File: config.mk
export PLATFORM = sky130hd
export DESIGN_NAME = tree_reduce_seq
export DESIGN_NICKNAME = d
export VERILOG_FILES = /design/src/rtl/tree_reduce_pkg.sv /design/src/rtl/tr_step_ctrl.sv /design/src/rtl/tr_redir_table.sv /design/src/rtl/tr_pair_unit.sv /design/src/rtl/tree_reduce_seq.sv
export SDC_FILE = /design/constraint.sdc
export NUM_CORES = 1
export LEC_CHECK = 0
export BUFFER_PORTS_ARGS = -buffer_cell sky130_fd_sc_hd__buf_2
export CAP_MARGIN = 10
export CORE_UTILIZATION = 45
export DETAILED_ROUTE_END_ITERATION = 7
export HOLD_SLACK_MARGIN = 0.08
export MAX_ROUTING_LAYER = met4
export PLACE_DENSITY = 0.73
export SETUP_SLACK_MARGIN = 0.05
export SYNTH_ARGS = -nofsm -noshare
export SYNTH_HDL_FRONTEND = slang
export SYNTH_SLANG_ARGS = --single-unit
File: constraint.sdc
create_clock -name clk_i -period 9.75 [get_ports clk_i]
set_input_delay 1.95 -clock clk_i [delete_from_list [all_inputs] [get_ports clk_i]]
set_output_delay 1.95 -clock clk_i [all_outputs]
set_load 0.01 [all_outputs]
File: src/rtl/tree_reduce_pkg.sv
package tree_reduce_pkg;
  typedef enum logic [1:0] {
    ST_IDLE   = 2'd0,
    ST_REPLAY = 2'd1,
    ST_RUN    = 2'd2
  } seq_st_e;

  typedef enum logic {
    OP_ADD = 1'b0,
    OP_XOR = 1'b1
  } comb_op_e;
endpackage

File: src/rtl/tr_step_ctrl.sv
module tr_step_ctrl
  import tree_reduce_pkg::*;
#(
  parameter int MAX_VL = 8,
  parameter int IW = 3,
  parameter int VW = 4,
  parameter int LW = 2
) (
  input  logic          clk_i,
  input  logic          rst_ni,
  input  logic          start_i,
  input  logic          resume_i,
  input  logic          abort_i,
  input  logic [VW-1:0] vl_i,
  input  logic [LW-1:0] prog_lvl_i,
  input  logic [IW-1:0] prog_pos_i,
  output logic [LW-1:0] lvl_o,
  output logic [IW-1:0] pos_o,
  output logic [VW-1:0] vl_o,
  output logic          proc_o,
  output logic          replay_o,
  output logic          busy_o,
  output logic          done_o
);
  localparam int WW = VW + 2;

  seq_st_e       st_q;
  logic [LW-1:0] lvl_q, tgt_lvl_q, nlvl;
  logic [IW-1:0] pos_q, tgt_pos_q, npos;
  logic [VW-1:0] vl_q;
  logic          done_q, wrap, last;
  logic [WW-1:0] npos_w;

  always_comb begin
    npos_w = WW'(pos_q) + (WW'(2) << lvl_q);
    wrap   = npos_w >= WW'(vl_q);
    nlvl   = wrap ? lvl_q + LW'(1) : lvl_q;
    npos   = wrap ? '0 : npos_w[IW-1:0];
    last   = (WW'(1) << nlvl) >= WW'(vl_q);
  end

  always_ff @(posedge clk_i or negedge rst_ni) begin
    if (!rst_ni) begin
      st_q      <= ST_IDLE;
      lvl_q     <= '0;
      pos_q     <= '0;
      tgt_lvl_q <= '0;
      tgt_pos_q <= '0;
      vl_q      <= '0;
      done_q    <= 1'b0;
    end else begin
      done_q <= 1'b0;
      if (start_i || resume_i) begin
        vl_q      <= vl_i;
        lvl_q     <= '0;
        pos_q     <= '0;
        tgt_lvl_q <= prog_lvl_i;
        tgt_pos_q <= prog_pos_i;
        if (vl_i <= VW'(1)) begin
          st_q   <= ST_IDLE;
          done_q <= 1'b1;
        end else if (start_i || (prog_lvl_i == '0 && prog_pos_i == '0)) begin
          st_q <= ST_RUN;
        end else begin
          st_q <= ST_REPLAY;
        end
      end else if (abort_i) begin
        st_q <= ST_IDLE;
      end else if (st_q != ST_IDLE) begin
        lvl_q <= nlvl;
        pos_q <= npos;
        if (last) begin
          st_q   <= ST_IDLE;
          done_q <= 1'b1;
        end else if (st_q == ST_REPLAY && nlvl == tgt_lvl_q && npos == tgt_pos_q) begin
          st_q <= ST_RUN;
        end
      end
    end
  end

  assign lvl_o    = lvl_q;
  assign pos_o    = pos_q;
  assign vl_o     = vl_q;
  assign busy_o   = st_q != ST_IDLE;
  assign replay_o = st_q == ST_REPLAY;
  assign proc_o   = busy_o && !start_i && !resume_i && !abort_i;
  assign done_o   = done_q;

  AST_DONE_PULSE: assert property (@(posedge clk_i) disable iff (!rst_ni)
    done_q |=> !done_q);
  AST_DONE_IDLE: assert property (@(posedge clk_i) disable iff (!rst_ni)
    done_q |-> st_q == ST_IDLE);
  AST_ABORT_STOPS: assert property (@(posedge clk_i) disable iff (!rst_ni)
    (abort_i && !start_i && !resume_i) |=> (st_q == ST_IDLE && !done_q));
  AST_ABORT_HOLD: assert property (@(posedge clk_i) disable iff (!rst_ni)
    (abort_i && !start_i && !resume_i) |=> ($stable(lvl_q) && $stable(pos_q)));
  AST_REPLAY_BEHIND: assert property (@(posedge clk_i) disable iff (!rst_ni)
    (st_q == ST_REPLAY) |-> lvl_q <= tgt_lvl_q);
endmodule

File: src/rtl/tr_redir_table.sv
module tr_redir_table #(
  parameter int MAX_VL = 8,
  parameter int IW = 3,
  parameter int VW = 4
) (
  input  logic                       clk_i,
  input  logic                       rst_ni,
  input  logic                       init_i,
  input  logic [VW-1:0]              vl_i,
  input  logic [MAX_VL-1:0]          pred_i,
  input  logic                       upd_en_i,
  input  logic [IW-1:0]              upd_pos_i,
  input  logic [IW-1:0]              upd_val_i,
  output logic [MAX_VL-1:0][IW-1:0]  redir_o,
  output logic [MAX_VL-1:0]          wpred_o
);
  logic [MAX_VL-1:0][IW-1:0] redir_q;
  logic [MAX_VL-1:0]         wpred_q;

  always_ff @(posedge clk_i or negedge rst_ni) begin
    if (!rst_ni) begin
      for (int k = 0; k < MAX_VL; k++) redir_q[k] <= IW'(k);
      wpred_q <= '0;
    end else if (init_i) begin
      for (int k = 0; k < MAX_VL; k++) begin
        redir_q[k] <= IW'(k);
        wpred_q[k] <= pred_i[k] && (VW'(k) < vl_i);
      end
    end else if (upd_en_i) begin
      redir_q[upd_pos_i] <= upd_val_i;
      wpred_q[upd_pos_i] <= 1'b1;
    end
  end

  assign redir_o = redir_q;
  assign wpred_o = wpred_q;

  for (genvar k = 0; k < MAX_VL; k++) begin : g_chk
    if (k > 0) begin : g_fwd
      AST_REDIR_FWD: assert property (@(posedge clk_i) disable iff (!rst_ni)
        redir_q[k] >= IW'(k));
    end
    AST_WPRED_KEEP: assert property (@(posedge clk_i) disable iff (!rst_ni)
      (wpred_q[k] && !init_i) |=> wpred_q[k]);
  end
endmodule

File: src/rtl/tr_pair_unit.sv
module tr_pair_unit
  import tree_reduce_pkg::*;
#(
  parameter int MAX_VL = 8,
  parameter int IW = 3,
  parameter int VW = 4,
  parameter int LW = 2,
  parameter int DW = 16,
  parameter comb_op_e OP = OP_ADD
) (
  input  logic                      clk_i,
  input  logic                      rst_ni,
  input  logic [LW-1:0]             lvl_i,
  input  logic [IW-1:0]             pos_i,
  input  logic [VW-1:0]             vl_i,
  input  logic                      proc_i,
  input  logic                      replay_i,
  input  logic [MAX_VL-1:0][IW-1:0] redir_i,
  input  logic [MAX_VL-1:0]         wpred_i,
  input  logic [DW-1:0]             rd_a_data_i,
  input  logic [DW-1:0]             rd_b_data_i,
  output logic                      rd_en_o,
  output logic [IW-1:0]             rd_a_idx_o,
  output logic [IW-1:0]             rd_b_idx_o,
  output logic                      wr_en_o,
  output logic [IW-1:0]             wr_idx_o,
  output logic [DW-1:0]             wr_data_o,
  output logic                      upd_en_o,
  output logic [IW-1:0]             upd_pos_o,
  output logic [IW-1:0]             upd_val_o
);
  localparam int WW = VW + 2;

  logic [WW-1:0] ppos_w;
  logic [IW-1:0] ppos, other, home;
  logic          part_in, part_act, cur_act, pair_act;
  logic [DW-1:0] comb;

  always_comb begin
    ppos_w   = WW'(pos_i) + (WW'(1) << lvl_i);
    part_in  = ppos_w < WW'(vl_i);
    ppos     = ppos_w[IW-1:0];
    other    = part_in ? redir_i[ppos] : '0;
    part_act = part_in && wpred_i[ppos] && (WW'(other) < WW'(vl_i));
    cur_act  = wpred_i[pos_i];
    home     = redir_i[pos_i];
    pair_act = proc_i && !replay_i && cur_act && part_act;
  end

  if (OP == OP_XOR) begin : g_xor
    assign comb = rd_a_data_i ^ rd_b_data_i;
  end else begin : g_add
    assign comb = rd_a_data_i + rd_b_data_i;
  end

  assign rd_en_o    = pair_act;
  assign rd_a_idx_o = pair_act ? home : '0;
  assign rd_b_idx_o = pair_act ? other : '0;
  assign wr_en_o    = pair_act;
  assign wr_idx_o   = pair_act ? home : '0;
  assign wr_data_o  = pair_act ? comb : '0;
  // bypass an empty slot by pointing it at the partner's element
  assign upd_en_o   = proc_i && !cur_act && part_act;
  assign upd_pos_o  = pos_i;
  assign upd_val_o  = other;

  AST_RD_IN_RANGE: assert property (@(posedge clk_i) disable iff (!rst_ni)
    rd_en_o |-> (WW'(rd_b_idx_o) < WW'(vl_i) && rd_a_idx_o < rd_b_idx_o));
  AST_NO_ACCESS_REPLAY: assert property (@(posedge clk_i) disable iff (!rst_ni)
    replay_i |-> !(rd_en_o || wr_en_o));
  AST_UPD_FORWARD: assert property (@(posedge clk_i) disable iff (!rst_ni)
    upd_en_o |-> upd_val_o > upd_pos_o);
endmodule

File: src/rtl/tree_reduce_seq.sv
module tree_reduce_seq
  import tree_reduce_pkg::*;
#(
  parameter int MAX_VL = 8,
  parameter int DW = 16,
  parameter comb_op_e OP = OP_ADD,
  localparam int IW = $clog2(MAX_VL),
  localparam int VW = $clog2(MAX_VL + 1),
  localparam int LW = $clog2(IW + 1)
) (
  input  logic              clk_i,
  input  logic              rst_ni,
  input  logic              start_i,
  input  logic              resume_i,
  input  logic              abort_i,
  input  logic [VW-1:0]     vl_i,
  input  logic [MAX_VL-1:0] pred_i,
  input  logic [LW-1:0]     prog_lvl_i,
  input  logic [IW-1:0]     prog_pos_i,
  output logic [LW-1:0]     prog_lvl_o,
  output logic [IW-1:0]     prog_pos_o,
  output logic              busy_o,
  output logic              done_o,
  output logic [IW-1:0]     res_idx_o,
  output logic              res_valid_o,
  output logic              rd_en_o,
  output logic [IW-1:0]     rd_a_idx_o,
  output logic [IW-1:0]     rd_b_idx_o,
  input  logic [DW-1:0]     rd_a_data_i,
  input  logic [DW-1:0]     rd_b_data_i,
  output logic              wr_en_o,
  output logic [IW-1:0]     wr_idx_o,
  output logic [DW-1:0]     wr_data_o
);
  logic [LW-1:0]             lvl;
  logic [IW-1:0]             pos, upd_pos, upd_val;
  logic [VW-1:0]             vl_q;
  logic                      proc, replay, upd_en;
  logic [MAX_VL-1:0][IW-1:0] redir;
  logic [MAX_VL-1:0]         wpred;

  tr_step_ctrl #(.MAX_VL(MAX_VL), .IW(IW), .VW(VW), .LW(LW)) ctrl_i (
    .clk_i, .rst_ni, .start_i, .resume_i, .abort_i, .vl_i,
    .prog_lvl_i, .prog_pos_i,
    .lvl_o(lvl), .pos_o(pos), .vl_o(vl_q), .proc_o(proc),
    .replay_o(replay), .busy_o, .done_o
  );

  tr_redir_table #(.MAX_VL(MAX_VL), .IW(IW), .VW(VW)) tbl_i (
    .clk_i, .rst_ni, .init_i(start_i || resume_i), .vl_i, .pred_i,
    .upd_en_i(upd_en), .upd_pos_i(upd_pos), .upd_val_i(upd_val),
    .redir_o(redir), .wpred_o(wpred)
  );

  tr_pair_unit #(.MAX_VL(MAX_VL), .IW(IW), .VW(VW), .LW(LW), .DW(DW), .OP(OP)) pair_i (
    .clk_i, .rst_ni, .lvl_i(lvl), .pos_i(pos), .vl_i(vl_q),
    .proc_i(proc), .replay_i(replay), .redir_i(redir), .wpred_i(wpred),
    .rd_a_data_i, .rd_b_data_i, .rd_en_o, .rd_a_idx_o, .rd_b_idx_o,
    .wr_en_o, .wr_idx_o, .wr_data_o,
    .upd_en_o(upd_en), .upd_pos_o(upd_pos), .upd_val_o(upd_val)
  );

  assign prog_lvl_o  = lvl;
  assign prog_pos_o  = pos;
  assign res_idx_o   = redir[0];
  assign res_valid_o = wpred[0];
endmodule

# ---- After elaboration in Yosys (flattened, before gate mapping)
# Cells that the tools add are included.
dict set report op_classes {
  reduce_logical 38
  n_mux 41
  shifts 3
  add_sub_neg 4
  n_bitwise 1
  n_eq_ne 4
  n_lt_le_gt_ge 16
}
# op n
set ops {}
lappend ops {{24-bit 2-to-1 mux} 2}
lappend ops {{3-bit 2-to-1 mux} 10}
lappend ops {{24-bit bitwise mux} 1}
lappend ops {{1-bit logical AND} 22}
lappend ops {{2-bit 2-to-1 mux} 11}
lappend ops {{3-bit binary-select mux with 3-bit select} 2}
lappend ops {{16-bit adder} 1}
lappend ops {{3-bit by 4-bit less-than comparator with 1-bit output, first input constant} 4}
lappend ops {{16-bit 2-to-1 mux} 1}
lappend ops {{8-bit 2-to-1 mux} 2}
lappend ops {{3-bit by 6-bit adder with 6-bit output} 2}
lappend ops {{6-bit by 4-bit greater-or-equal comparator with 1-bit output} 2}
lappend ops {{1-bit by 2-bit left shift with 6-bit output, first input constant} 2}
lappend ops {{3-bit demux with 3-bit select} 1}
lappend ops {{1-bit by 4-bit less-than comparator with 1-bit output, first input constant} 2}
lappend ops {{2-bit by 4-bit less-than comparator with 1-bit output, first input constant} 2}
lappend ops {{3-bit by 4-bit less-than comparator with 1-bit output, second input constant} 2}
lappend ops {{1-bit 2-to-1 mux} 8}
lappend ops {{8-bit bitwise OR} 1}
lappend ops {{1-bit binary-select mux with 3-bit select} 2}
lappend ops {{6-bit by 4-bit less-than comparator with 1-bit output} 1}
lappend ops {{2-bit nonzero test} 3}
lappend ops {{2-bit by 2-bit left shift with 6-bit output, first input constant} 1}
lappend ops {{1-bit logical NOT} 5}
lappend ops {{15 further kinds} 17}
dict set report totals {
  register_bits 49
  out_inout_bits 38
}

# ---- Logic depth before layout (Yosys ltp)
# Gate-level depths: netlist of the first run.
dict set report depth {
  word_depth 12
  depth_mapped 19
  ltp_nobuf 19
}

# ---- Hierarchy
# A second synthesis of the first run with hierarchy kept.
dict set report hier_totals {
  hier_cells 473
  area_unflattened_um2 4384.2
}
# module area_per_inst_um2 seq_area_each_um2 n_inst cells_each
set modules_own_cells {}
lappend modules_own_cells {tr_pair_unit 1656.6 0.0 1 198}
lappend modules_own_cells {tr_redir_table 1522.7 815.8 1 139}
lappend modules_own_cells {tr_step_ctrl 1198.6 425.4 1 135}
lappend modules_own_cells {tree_reduce_seq 6.3 0.0 1 1}

# ---- Worst setup path before layout of the first run
# No wires, ideal clock.
dict set report synth_timing {
  kind {register to output}
  from {register ctrl_i.lvl_q[0] (netlist: ctrl_i.lvl_o[0])}
  to {output wr_idx_o[0]}
  n_path_buf 1
  arrival_ns 4.292
  stages_incl_launch_ff 18
  path_slack_ns 3.508
  path_cell_list {dfrtp_1 > inv_1 > ha_1 > ha_1 > ha_1 > a21oi_4 > xnor2_4 > ha_1 > a21o_1 > a211oi_1 > ha_1 > nor2b_1 > o21ai_0 > nand2b_1 > a21oi_2 > nand4_4 > nor4_1 > buf_4}
}
dict set report synth_between {
  elab_chain_cells 9
}
# item line
set synth_rtl {}
lappend synth_rtl {{from (decl)} tr_step_ctrl.sv:28} ;# logic [LW-1:0] lvl_q, tgt_lvl_q, nlvl;
lappend synth_rtl {{from (signal assigned)} tr_step_ctrl.sv:70} ;# lvl_q <= nlvl;
lappend synth_rtl {{1-bit by 2-bit left shift with 6-bit output *} tr_pair_unit.sv:40} ;# ppos_w = WW'(pos_i) + (WW'(1) << lvl_i);
lappend synth_rtl {{3-bit by 6-bit adder with 6-bit output *} tr_pair_unit.sv:40}
lappend synth_rtl {{branches (longest 4 deep; another with 6-bit by 4-bit less-than comparator with 1-bit output)} n/a}
lappend synth_rtl {{1-bit logical AND *} tr_pair_unit.sv:44} ;# part_act = part_in && wpred_i[ppos] && (WW'(other) < WW'(vl_i));
lappend synth_rtl {{1-bit logical AND *} tr_pair_unit.sv:47} ;# pair_act = proc_i && !replay_i && cur_act && part_act;
lappend synth_rtl {{3-bit 2-to-1 mux *} n/a}
lappend synth_rtl {{to (decl)} tree_reduce_seq.sv:32} ;# output logic [IW-1:0] wr_idx_o,
# Every way passes the cells marked *. The select of a mux whose other input is x is not followed.

# ---- Worst setup path in the final report of the first run
dict set report layout_timing {
  from {register ctrl_i.lvl_q[0] (netlist: ctrl_i.lvl_o[0])}
  to {output rd_a_idx_o[0]}
}
dict set report layout_between {
  elab_chain_cells 9
}
# item line
set layout_rtl {}
lappend layout_rtl {{1-bit by 2-bit left shift with 6-bit output *} tr_pair_unit.sv:40}
lappend layout_rtl {{3-bit by 6-bit adder with 6-bit output *} tr_pair_unit.sv:40}
lappend layout_rtl {{branches (longest 4 deep; another with 6-bit by 4-bit less-than comparator with 1-bit output)} n/a}
lappend layout_rtl {{1-bit logical AND *} tr_pair_unit.sv:44}
lappend layout_rtl {{1-bit logical AND *} tr_pair_unit.sv:47}
lappend layout_rtl {{3-bit 2-to-1 mux *} tr_pair_unit.sv:57} ;# assign rd_a_idx_o = pair_act ? home : '0;
lappend layout_rtl {{to (decl)} tree_reduce_seq.sv:27} ;# output logic [IW-1:0] rd_a_idx_o,
# Marked as above.

==> impl_metrics.env, run 1 <==
export IMPL_synth_top_area_share_pct=20.98
export IMPL_first_pass_iters=6
export IMPL_crit_arrival_ns=5.46
export IMPL_rsz0062_at_grt="false"
export IMPL_first_global_vias=3943
export IMPL_outcome="complete, no violations"
export IMPL_final_setup_worst_slack_ns=2.344
export IMPL_yosys_area_top_type="dfrtp_1"
export IMPL_dieWidth_um=101.0
export IMPL_grt_pass1_wl_um=18820
export IMPL_port_buffer_count=91
export IMPL_synth_edf_count=0
export IMPL_synth_seq_area_share_pct=28.13
export IMPL_clkSinkCount=49
export IMPL_critPathKind="flip-flop to primary output"
export IMPL_fin_tns_setup_ns=0
export IMPL_clk_root_buffer_cell="clkbuf_8"
export IMPL_synth_top_family_by_area="simple AND/OR/NAND/NOR gates"
export IMPL_max_clock_freq_mhz=135.0
export IMPL_grt_max_degree=50
export IMPL_synth_area_um2=4413
export IMPL_grt_usage_pct=24.01
export IMPL_crit_family="adder cells"
export IMPL_total_leakage_power_nw=2.424
export IMPL_synthTopCellsByArea="dfrtp_1, ha_1, mux2i_1"
export IMPL_drive_gt1_share_pct=24.08
export IMPL_worstPathCellList="inv_1, ha_1, ha_1, ha_1, ha_1, a21o_1, a21o_1, a211oi_1, ha_1, nor2b_1, o21ai_0, nand2b_1, a21oi_2, nand4_4, nor4_1, buf_2"
export IMPL_cp_required_ns=7.80
export IMPL_avgRoutedWirePerCell_um=16.33
export IMPL_clkTransAtPathRegs_ns=0.10
export IMPL_powerDensity_nw_per_um2=99.79
export IMPL_ys_flop_type="dfrtp_1"
export IMPL_drtIter0Drc=293
export IMPL_netlist_instances=497
export IMPL_overflow=0
export IMPL_critPathCaptureType="primary output"
export IMPL_cpMostUsedCell="ha_1"
export IMPL_start_util_pct=47.09
export IMPL_clock_latency_ns=0.32
export IMPL_cts_buffers=5
export IMPL_cts_tree="yes"
export IMPL_synthToLayoutAreaGrowth_pct=12.59
export IMPL_vias=4025
export IMPL_setup_violations=0
export IMPL_design_core_area_um2=9371
export IMPL_layout_common_cells="buf_2, nor2_1, nand2_1"
export IMPL_fin_crit_ns=7.406
export IMPL_routed_wl_um=11400
export IMPL_worst_slew_pin_slew_ns=1.181
export IMPL_synth_adder_area_share_pct=11.23
export IMPL_postCtsHoldBufs=0
export IMPL_dieHeight_um=101.0
export IMPL_ir_drop_v=0.00007606
export IMPL_fin_util_pct=53.02
export IMPL_ant_nets=0
export IMPL_place_hpwl_um=8772
export IMPL_io_pins=92
export IMPL_hold_viol=0
export IMPL_fin_worst_skew_ns=0.006921
export IMPL_cpPeakStageDelay_ns=0.57
export IMPL_viasPerCell=5.766
export IMPL_synth_cell_types=70
export IMPL_synth_simple_gate_area_share_pct=21.18
export IMPL_fin_nets=661
export IMPL_antennaDiodeCount=0
export IMPL_postCtsSetupBuffers=0
export IMPL_cp_max_fo=23
export IMPL_setup_worst_path_start_class="flip-flop"
export IMPL_antenna_found_initial=0
export IMPL_multi_input_area_um2=2947
export IMPL_rows=35
export IMPL_async_flop_share_pct=100.0
export IMPL_muxShareOfSynthArea_pct=12.08
export IMPL_synth_xor_xnor_area_share_pct=3.204
export IMPL_post_route_period_util_pct=75.96
export IMPL_slew_violations=0
export IMPL_gp_congestion=0.9684
export IMPL_seq_area_um2=1241
export IMPL_crit_buf_inv=2
export IMPL_synth_avg_cell_area_um2=8.879
export IMPL_place_ws_ns=2.731
export IMPL_layout_commonest_cell="buf_2"
export IMPL_cts_resized=0
export IMPL_slowest_stage="nor4_1"
export IMPL_syn_num_nets=590
export IMPL_synth_compound_area_share_pct=19.02
export IMPL_ys_warn_count=0
export IMPL_fillCellCount=888
export IMPL_hold_slack_ns=0.5079
export IMPL_hold_path_class="flip-flop to flip-flop"
export IMPL_dieArea_um2=10210
export IMPL_ys_seq_elements=49
export IMPL_ctsLongestPathBuffers=2
export IMPL_max_slew_margin_pct=21.19
export IMPL_drc_errors=0
export IMPL_maxCapViolations=0
export IMPL_htreeDepth=2
==> layout make-up <==
| cell class | instances | area share, % |
|---|---|---|
| Clock buffer | 5 | 1.385 |
| Clock inverter | 3 | 0.4785 |
| Inverter | 17 | 1.284 |
| Multi-Input combinational cell | 403 | 59.30 |
| Sequential cell | 49 | 24.98 |
| Tap cell | 129 | 3.249 |
| Timing Repair Buffer | 92 | 9.318 |
==> cell usage after synthesis, types with 7 or more instances <==
cell	n
nor3_1	15
buf_4	11
mux4_2	9
dfstp_2	12
nand2b_1	15
nand4_1	8
o21ai_0	17
mux2i_1	33
a21oi_1	30
nand2_1	46
dfrtp_1	37
a21o_1	13
o22ai_1	10
xnor2_1	8
clkbuf_1	11
inv_1	17
nor2b_1	7
nand3_1	8
ha_1	38
nor2_1	58
==> worst register-to-register path, stage by stage (launching register included) <==
cell and delay [ns]:
dfrtp_1 0.53, inv_1 0.19, ha_1 0.26, ha_1 0.24
ha_1 0.21, a21oi_1 0.16, xnor2_1 0.15, ha_1 0.25
o21ai_0 0.11, o21bai_1 0.19, nor2_1 0.32, nand2_1 0.14
a2bb2oi_1 0.15, ha_1 0.28, nand2b_1 0.14, a21o_1 0.17
a21o_1 0.18, a2111oi_0 0.76, a311oi_1 0.10, a31oi_1 0.21
==> path summary, 6_finish.rpt <==
check                                     from                   to  slack (ns)  cells after the start
setup / recovery               ctrl_i.lvl_o[0]        rd_a_idx_o[0]        2.34                     16
hold / removal             ctrl_i.tgt_lvl_q[0]  ctrl_i.tgt_lvl_q[0]        0.51                      2
setup reg to reg               ctrl_i.lvl_o[0]       ctrl_i.st_q[1]        4.93                     19
hold reg to reg            ctrl_i.tgt_lvl_q[0]  ctrl_i.tgt_lvl_q[0]        0.51                      2
max in group asynchronous               rst_ni    tbl_i.redir_o[13]        7.26                      1
min in group asynchronous               rst_ni  ctrl_i.tgt_pos_q[2]        1.83                      1
==> through the flow <==
stage | cells | power [mW] | instance area (um^2)
after floorplan | 497 | 0.3285 | 4413
after global placement | 690 | 0.3644 | 4876
after detailed placement | 690 | 0.3694 | 4876
after CTS | 698 | 0.4977 | 4969
after global routing | 698 | 0.5256 | 4969
final | 698 | 0.4958 | 4969
==> metal layers <==
| metal | global-route usage [%] | wire (um) | vias to the layer above |
|---|---|---|---|
| met4 | 8.250 | 296 | 0 |
| met2 | 39.41 | 5259 | 159 |
| li1 | - | - | 1956 |
| met3 | 2.774 | 755 | 31 |
| met1 | 30.79 | 5089 | 1879 |
| met5 | - | 0 | - |
==> power breakdown <==
part           total [mW]  internal [mW]  switching, mW
sequential          0.219          0.211        0.00818
clock               0.129         0.0526         0.0762
combinational       0.148         0.0624         0.0851
total               0.496          0.326          0.170
==> cell families after synthesis <==
logic type,Yosys count
buffers and inverters,45
and+or+nand+nor,186
adders and majority gates,39
DFF,49
xor gates and xnor gates,14
AOI/OAI and AO/OA,122
muxes,42
==> sequential cells by signal (all words and copies together) (netlist names) <==
register	count
ctrl_i.done_o	1
ctrl_i.tgt_lvl_q	2
ctrl_i.vl_o	4
tbl_i.wpred_o	8
ctrl_i.pos_o	3
ctrl_i.lvl_o	2
ctrl_i.tgt_pos_q	3
tbl_i.redir_o	24
ctrl_i.st_q	2
(Power assumes the default switching activity.)
==> inputs of run 2 (changes only) <==
clock period = 7.1 ns   (was 9.75 ns; I/O delays follow)
==> run 2 against run 1 <==
Effect of this change: worst hold slack better by 0.0019 ns; clock skew up 0.0022 ns; critical path depth unchanged; via count up 2.1%; combinational power up 42%; largest power group unchanged; highest routed layer unchanged.
==> impl_metrics.env, run 2 (same netlist as run 1, synthesis figures left out) <==
export IMPL_outcome="complete, no violations"
export IMPL_largest_reg_flops=24
export IMPL_total_power_uw=687.7
export IMPL_postCtsHoldBufs=0
export IMPL_slew_violations=0
export IMPL_avgRoutedWirePerCell_um=17.01
export IMPL_drive_gt1_share_pct=24.52
export IMPL_post_route_period_util_pct=93.72
export IMPL_dieWidth_um=101.0
export IMPL_powerDensity_nw_per_um2=136.9
export IMPL_antennaDiodeCount=0
export IMPL_max_clock_freq_mhz=150.3
export IMPL_ir_drop_v=0.00009248
export IMPL_clkSinkCount=49
export IMPL_first_global_vias=3968
export IMPL_gp_congestion=0.9702
export IMPL_power_net_switching_uw=237.7
export IMPL_seq_area_um2=1241
export IMPL_maxCapViolations=0
export IMPL_htreeDepth=2
export IMPL_critPathKind="flip-flop to primary output"
export IMPL_start_util_pct=47.09
export IMPL_viasPerCell=5.869
export IMPL_rsz0062_at_grt="false"
export IMPL_design_area_um2=5025
export IMPL_rows=35
export IMPL_swShare_pct=34.57
export IMPL_worst_slew_pin_slew_ns=1.065
export IMPL_drc_errors=0
export IMPL_final_setup_worst_slack_ns=0.4456
export IMPL_fin_tns_setup_ns=0
export IMPL_design_core_area_um2=9371
export IMPL_io_pins=92
export IMPL_stdcell_count=700
export IMPL_fin_worst_skew_ns=0.009086
export IMPL_p_int_uw=450.0
export IMPL_place_hpwl_um=8936
export IMPL_hold_slack_ns=0.5097
export IMPL_cp_required_ns=5.68
export IMPL_fin_util_pct=53.62
export IMPL_grt_usage_pct=24.99
export IMPL_synthToLayoutAreaGrowth_pct=13.86
export IMPL_combPwrFrac_pct=30.6
export IMPL_max_slew_margin_pct=29.01
export IMPL_hold_path_class="flip-flop to flip-flop"
export IMPL_placed_area_um2=4876
export IMPL_crit_arrival_ns=5.23
export IMPL_drtIter0Drc=309
export IMPL_power_share_clock_pct=25.6
export IMPL_routed_wl_um=11910
export IMPL_overflow=0
export IMPL_fin_crit_ns=6.654
export IMPL_multi_input_area_um2=2973
export IMPL_antenna_found_initial=0
export IMPL_grt_pass1_wl_um=19510
export IMPL_cp_max_fo=12
export IMPL_critPathCaptureType="primary output"
export IMPL_cts_tree="yes"
export IMPL_dieHeight_um=101.0
export IMPL_fillCellCount=881
export IMPL_place_ws_ns=0.6562
export IMPL_fin_nets=663
export IMPL_grt_max_degree=50
export IMPL_total_leakage_power_nw=2.446
export IMPL_vias=4108
export IMPL_p_seq_share_pct=43.8
export IMPL_layout_commonest_cell="buf_2"
export IMPL_hold_viol=0
export IMPL_layout_common_cells="buf_2, nor2_1, nand2_1"
export IMPL_clock_latency_ns=0.31
export IMPL_dp_cells=690
export IMPL_port_buffer_count=91
export IMPL_cts_buffers=5
export IMPL_ctsLongestPathBuffers=2
export IMPL_first_pass_iters=5
export IMPL_setup_violations=0
export IMPL_clk_root_buffer_cell="clkbuf_8"
export IMPL_dieArea_um2=10210
export IMPL_ant_nets=0
export IMPL_clkTransAtPathRegs_ns=0.10
export IMPL_setup_worst_path_start_class="flip-flop"
[run 2: layout make-up]
class                   instances  share of cell area [%]
well taps                     129                   3.212
multi-input cells             404                   59.16
repair buffers                 93                   9.761
inverters                      17                   1.270
clock inverters                 3                  0.5229
clock buffers                   5                   1.370
flip-flops and latches         49                   24.70
[run 2: power groups by stage]
stage	logic, mW	registers, mW	clock network, mW
after floorplan	0.149	0.302	0
after global placement	0.195	0.306	0
after detailed placement	0.201	0.306	0
after CTS	0.202	0.301	0.179
after global routing	0.235	0.303	0.190
final	0.210	0.302	0.176
[run 2: path summary, 6_finish.rpt]
| kind | startpoint | to | slack, ns | cells after the start |
|---|---|---|---|---|
| worst max-delay path | ctrl_i.lvl_o[0] | rd_a_idx_o[0] | 0.45 | 16 |
| worst min-delay path | ctrl_i.tgt_lvl_q[0] | ctrl_i.tgt_lvl_q[0] | 0.51 | 2 |
| worst min register to register | ctrl_i.tgt_lvl_q[0] | ctrl_i.tgt_lvl_q[0] | 0.51 | 2 |
| max in group asynchronous | rst_ni | tbl_i.wpred_o[0] | 5.16 | 1 |
| worst max register to register | ctrl_i.lvl_o[0] | ctrl_i.st_q[1] | 2.29 | 19 |
| min in group asynchronous | rst_ni | ctrl_i.vl_o[1] | 1.29 | 1 |
[run 2: metal layers]
layer	global-route usage (%)	part of all wire, %	vias up
met5	-	0	-
met4	7.804	2.6	0
met3	2.635	6.8	31
met2	40.52	47	207
met1	32.91	44	1910
li1	-	-	1960
[run 2: what timing repair did]
item / 4_1_cts / 5_1_grt
endpoints found under the setup margin: 0 / 4
setup buffers: 0 / 0
gates resized for setup: 0 / 2
[run 2: worst max-delay path: stages (launching register included)]
cell      delay, ns
dfrtp_1        0.53
inv_1          0.20
ha_1           0.27
ha_1           0.20
ha_1           0.57
ha_1           0.32
a21o_1         0.16
a21o_1         0.23
a211oi_1       0.35
ha_1           0.31
nor2b_1        0.13
o21ai_0        0.16
nand2b_1       0.11
a21oi_4        0.36
nand4_4        0.32
nor4_2         0.48
buf_2          0.20
==> inputs of run 3 (changes only) <==
--- a/config.mk
+++ b/config.mk
@@ -13,4 +13,5 @@
 export MAX_ROUTING_LAYER = met4
 export PLACE_DENSITY = 0.73
+export REMOVE_ABC_BUFFERS = 1
 export SETUP_SLACK_MARGIN = 0.05
 export SYNTH_ARGS = -nofsm -noshare
==> constraint.sdc (replaced) <==
create_clock -name clk_i -period 7.1 [get_ports clk_i]
set_input_delay 0.355 -clock clk_i [delete_from_list [all_inputs] [get_ports clk_i]]
set_output_delay 0.355 -clock clk_i [all_outputs]
set_load 0.01 [all_outputs]
==> run 3 against run 2 <==
Effect of this change: critical path depth is the same; register-to-register slack worse by 0.02 ns; clock-buffer cell count up 1; sequential share of layout area up 0.21 points; highest routed layer unchanged.
==> impl_metrics.env, run 3 (same netlist as run 1, synthesis figures left out) <==
export IMPL_outcome="complete, no violations"
export IMPL_hold_viol=0
export IMPL_design_area_um2=4982
export IMPL_critPathCaptureType="primary output"
export IMPL_total_leakage_power_nw=2.427
export IMPL_largest_reg_flops=24
export IMPL_clock_latency_ns=0.31
export IMPL_port_buffer_count=91
export IMPL_clk_root_buffer_cell="clkbuf_8"
export IMPL_layout_common_cells="buf_2, nor2_1, nand2_1"
export IMPL_worstPathCellList="inv_1, ha_1, ha_1, ha_1, ha_1, a21o_1, a21o_1, a211oi_1, ha_1, nor2b_1, o21ai_0, nand2b_1, a21oi_2, nand4_4, nor4_1, buf_2"
export IMPL_crit_buf_inv=2
export IMPL_dieWidth_um=101.0
export IMPL_grt_pass1_wl_um=19130
export IMPL_hold_slack_ns=0.1392
export IMPL_routed_wl_um=11590
export IMPL_antenna_found_initial=0
export IMPL_rsz0062_at_grt="false"
export IMPL_cts_resized=0
export IMPL_setup_worst_path_start_class="flip-flop"
export IMPL_post_route_period_util_pct=80.14
export IMPL_drtIter0Drc=394
export IMPL_postCtsHoldBufs=0
export IMPL_dp_cells=691
export IMPL_slew_violations=0
export IMPL_rows=35
export IMPL_total_power_uw=691.9
export IMPL_synthToLayoutAreaGrowth_pct=12.90
export IMPL_fin_nets=662
export IMPL_placed_area_um2=4883
export IMPL_antennaDiodeCount=0
export IMPL_setup_violations=0
export IMPL_htreeDepth=2
export IMPL_worst_slew_pin_slew_ns=0.8757
export IMPL_vias=4137
export IMPL_io_pins=92
export IMPL_drc_errors=0
export IMPL_crit_arrival_ns=5.33
export IMPL_overflow=0
export IMPL_max_clock_freq_mhz=175.8
export IMPL_first_pass_iters=5
export IMPL_dieArea_um2=10210
export IMPL_postCtsSetupBuffers=0
export IMPL_gp_congestion=0.8888
export IMPL_fin_crit_ns=5.690
export IMPL_place_hpwl_um=8747
export IMPL_cts_buffers=5
export IMPL_first_global_vias=3877
export IMPL_start_util_pct=47.09
export IMPL_max_slew_margin_pct=41.62
export IMPL_slowest_stage="ha_1"
export IMPL_drive_gt1_share_pct=24.21
export IMPL_crit_family="adder cells"
export IMPL_cpPeakStageDelay_ns=0.55
export IMPL_fillCellCount=908
export IMPL_ir_drop_v=0.0001003
export IMPL_clkSinkCount=49
export IMPL_layout_commonest_cell="buf_2"
export IMPL_powerDensity_nw_per_um2=138.9
export IMPL_cp_max_fo=23
export IMPL_fin_tns_setup_ns=0
export IMPL_grt_max_degree=50
export IMPL_hold_path_class="primary input to asynchronous set/reset pin"
export IMPL_dieHeight_um=101.0
export IMPL_ant_nets=0
export IMPL_cp_required_ns=6.74
export IMPL_design_core_area_um2=9371
export IMPL_cts_tree="yes"
export IMPL_fin_worst_skew_ns=0.01083
export IMPL_critPathKind="flip-flop to primary output"
export IMPL_grt_usage_pct=24.59
export IMPL_stdcell_count=699
export IMPL_clkTransAtPathRegs_ns=0.10
export IMPL_maxCapViolations=0
export IMPL_viasPerCell=5.918
export IMPL_cpMostUsedCell="ha_1"
export IMPL_ctsLongestPathBuffers=2
export IMPL_avgRoutedWirePerCell_um=16.58
run 3: final timing paths:
path,start,endpoint,slack (ns),cells after the start
worst min-delay path,rst_ni,tbl_i.wpred_o[5],0.14,2
worst max register to register,ctrl_i.lvl_o[0],ctrl_i.st_q[1],2.27,19
worst max-delay path,ctrl_i.lvl_o[0],rd_a_idx_o[2],1.41,16
min in group clk_i,prog_lvl_i[1],ctrl_i.tgt_lvl_q[1],0.25,3
worst min register to register,ctrl_i.tgt_lvl_q[0],ctrl_i.tgt_lvl_q[0],0.51,2
max in group asynchronous,rst_ni,tbl_i.redir_o[13],6.54,2
run 3: stage by stage:
| stage | util [%] | setup slack [ns] |
|---|---|---|
| 5_1_grt | 53.16 | 1.023 |
| 6_report | 53.16 | 1.410 |
| 3_3_place_gp | 52.11 | 2.070 |
| 4_1_cts | 53.16 | 1.399 |
| 3_5_place_dp | 52.11 | 1.762 |
| 2_1_floorplan | - | 2.215 |
run 3: power breakdown:
part           total, mW  leakage (nW)  internal, mW  switching (mW)
sequential         0.302         0.604         0.290          0.0117
combinational      0.205          1.78        0.0866           0.119
clock              0.185        0.0478        0.0805           0.104
run 3: area by class of cell:
cell class | instances | area, um^2 | area share (%)
well taps | 129 | 161.4 | 3.240
flip-flops and latches | 49 | 1241 | 24.91
repair buffers | 93 | 470.5 | 9.442
clock buffers | 6 | 82.58 | 1.657
multi-input cells | 403 | 2947 | 59.14
clock inverters | 2 | 16.27 | 0.3265
inverters | 17 | 63.81 | 1.281
run 3: per-layer routing:
| layer | track usage [%] | share of wire (%) | up-vias |
|---|---|---|---|
| met2 | 38.36 | 49 | 171 |
| met3 | 3.606 | 6.8 | 24 |
| met4 | 7.469 | 1.7 | 0 |
| li1 | - | - | 1961 |
| met1 | 33.09 | 43 | 1981 |
| met5 | - | 0 | - |
run 3: worst reg2reg max path, stage by stage, from the launching register on:
cell and delay (ns):
dfrtp_1 0.53, inv_1 0.19, ha_1 0.26, ha_1 0.24
ha_1 0.21, a21oi_1 0.15, xnor2_1 0.09, ha_1 0.28
o21ai_0 0.10, o21bai_1 0.37, nor2_1 0.18, nand2_1 0.12
a2bb2oi_1 0.22, ha_1 0.27, nand2b_1 0.16, a21o_1 0.18
a21o_1 0.18, a2111oi_0 0.75, a311oi_1 0.11, a31oi_1 0.18
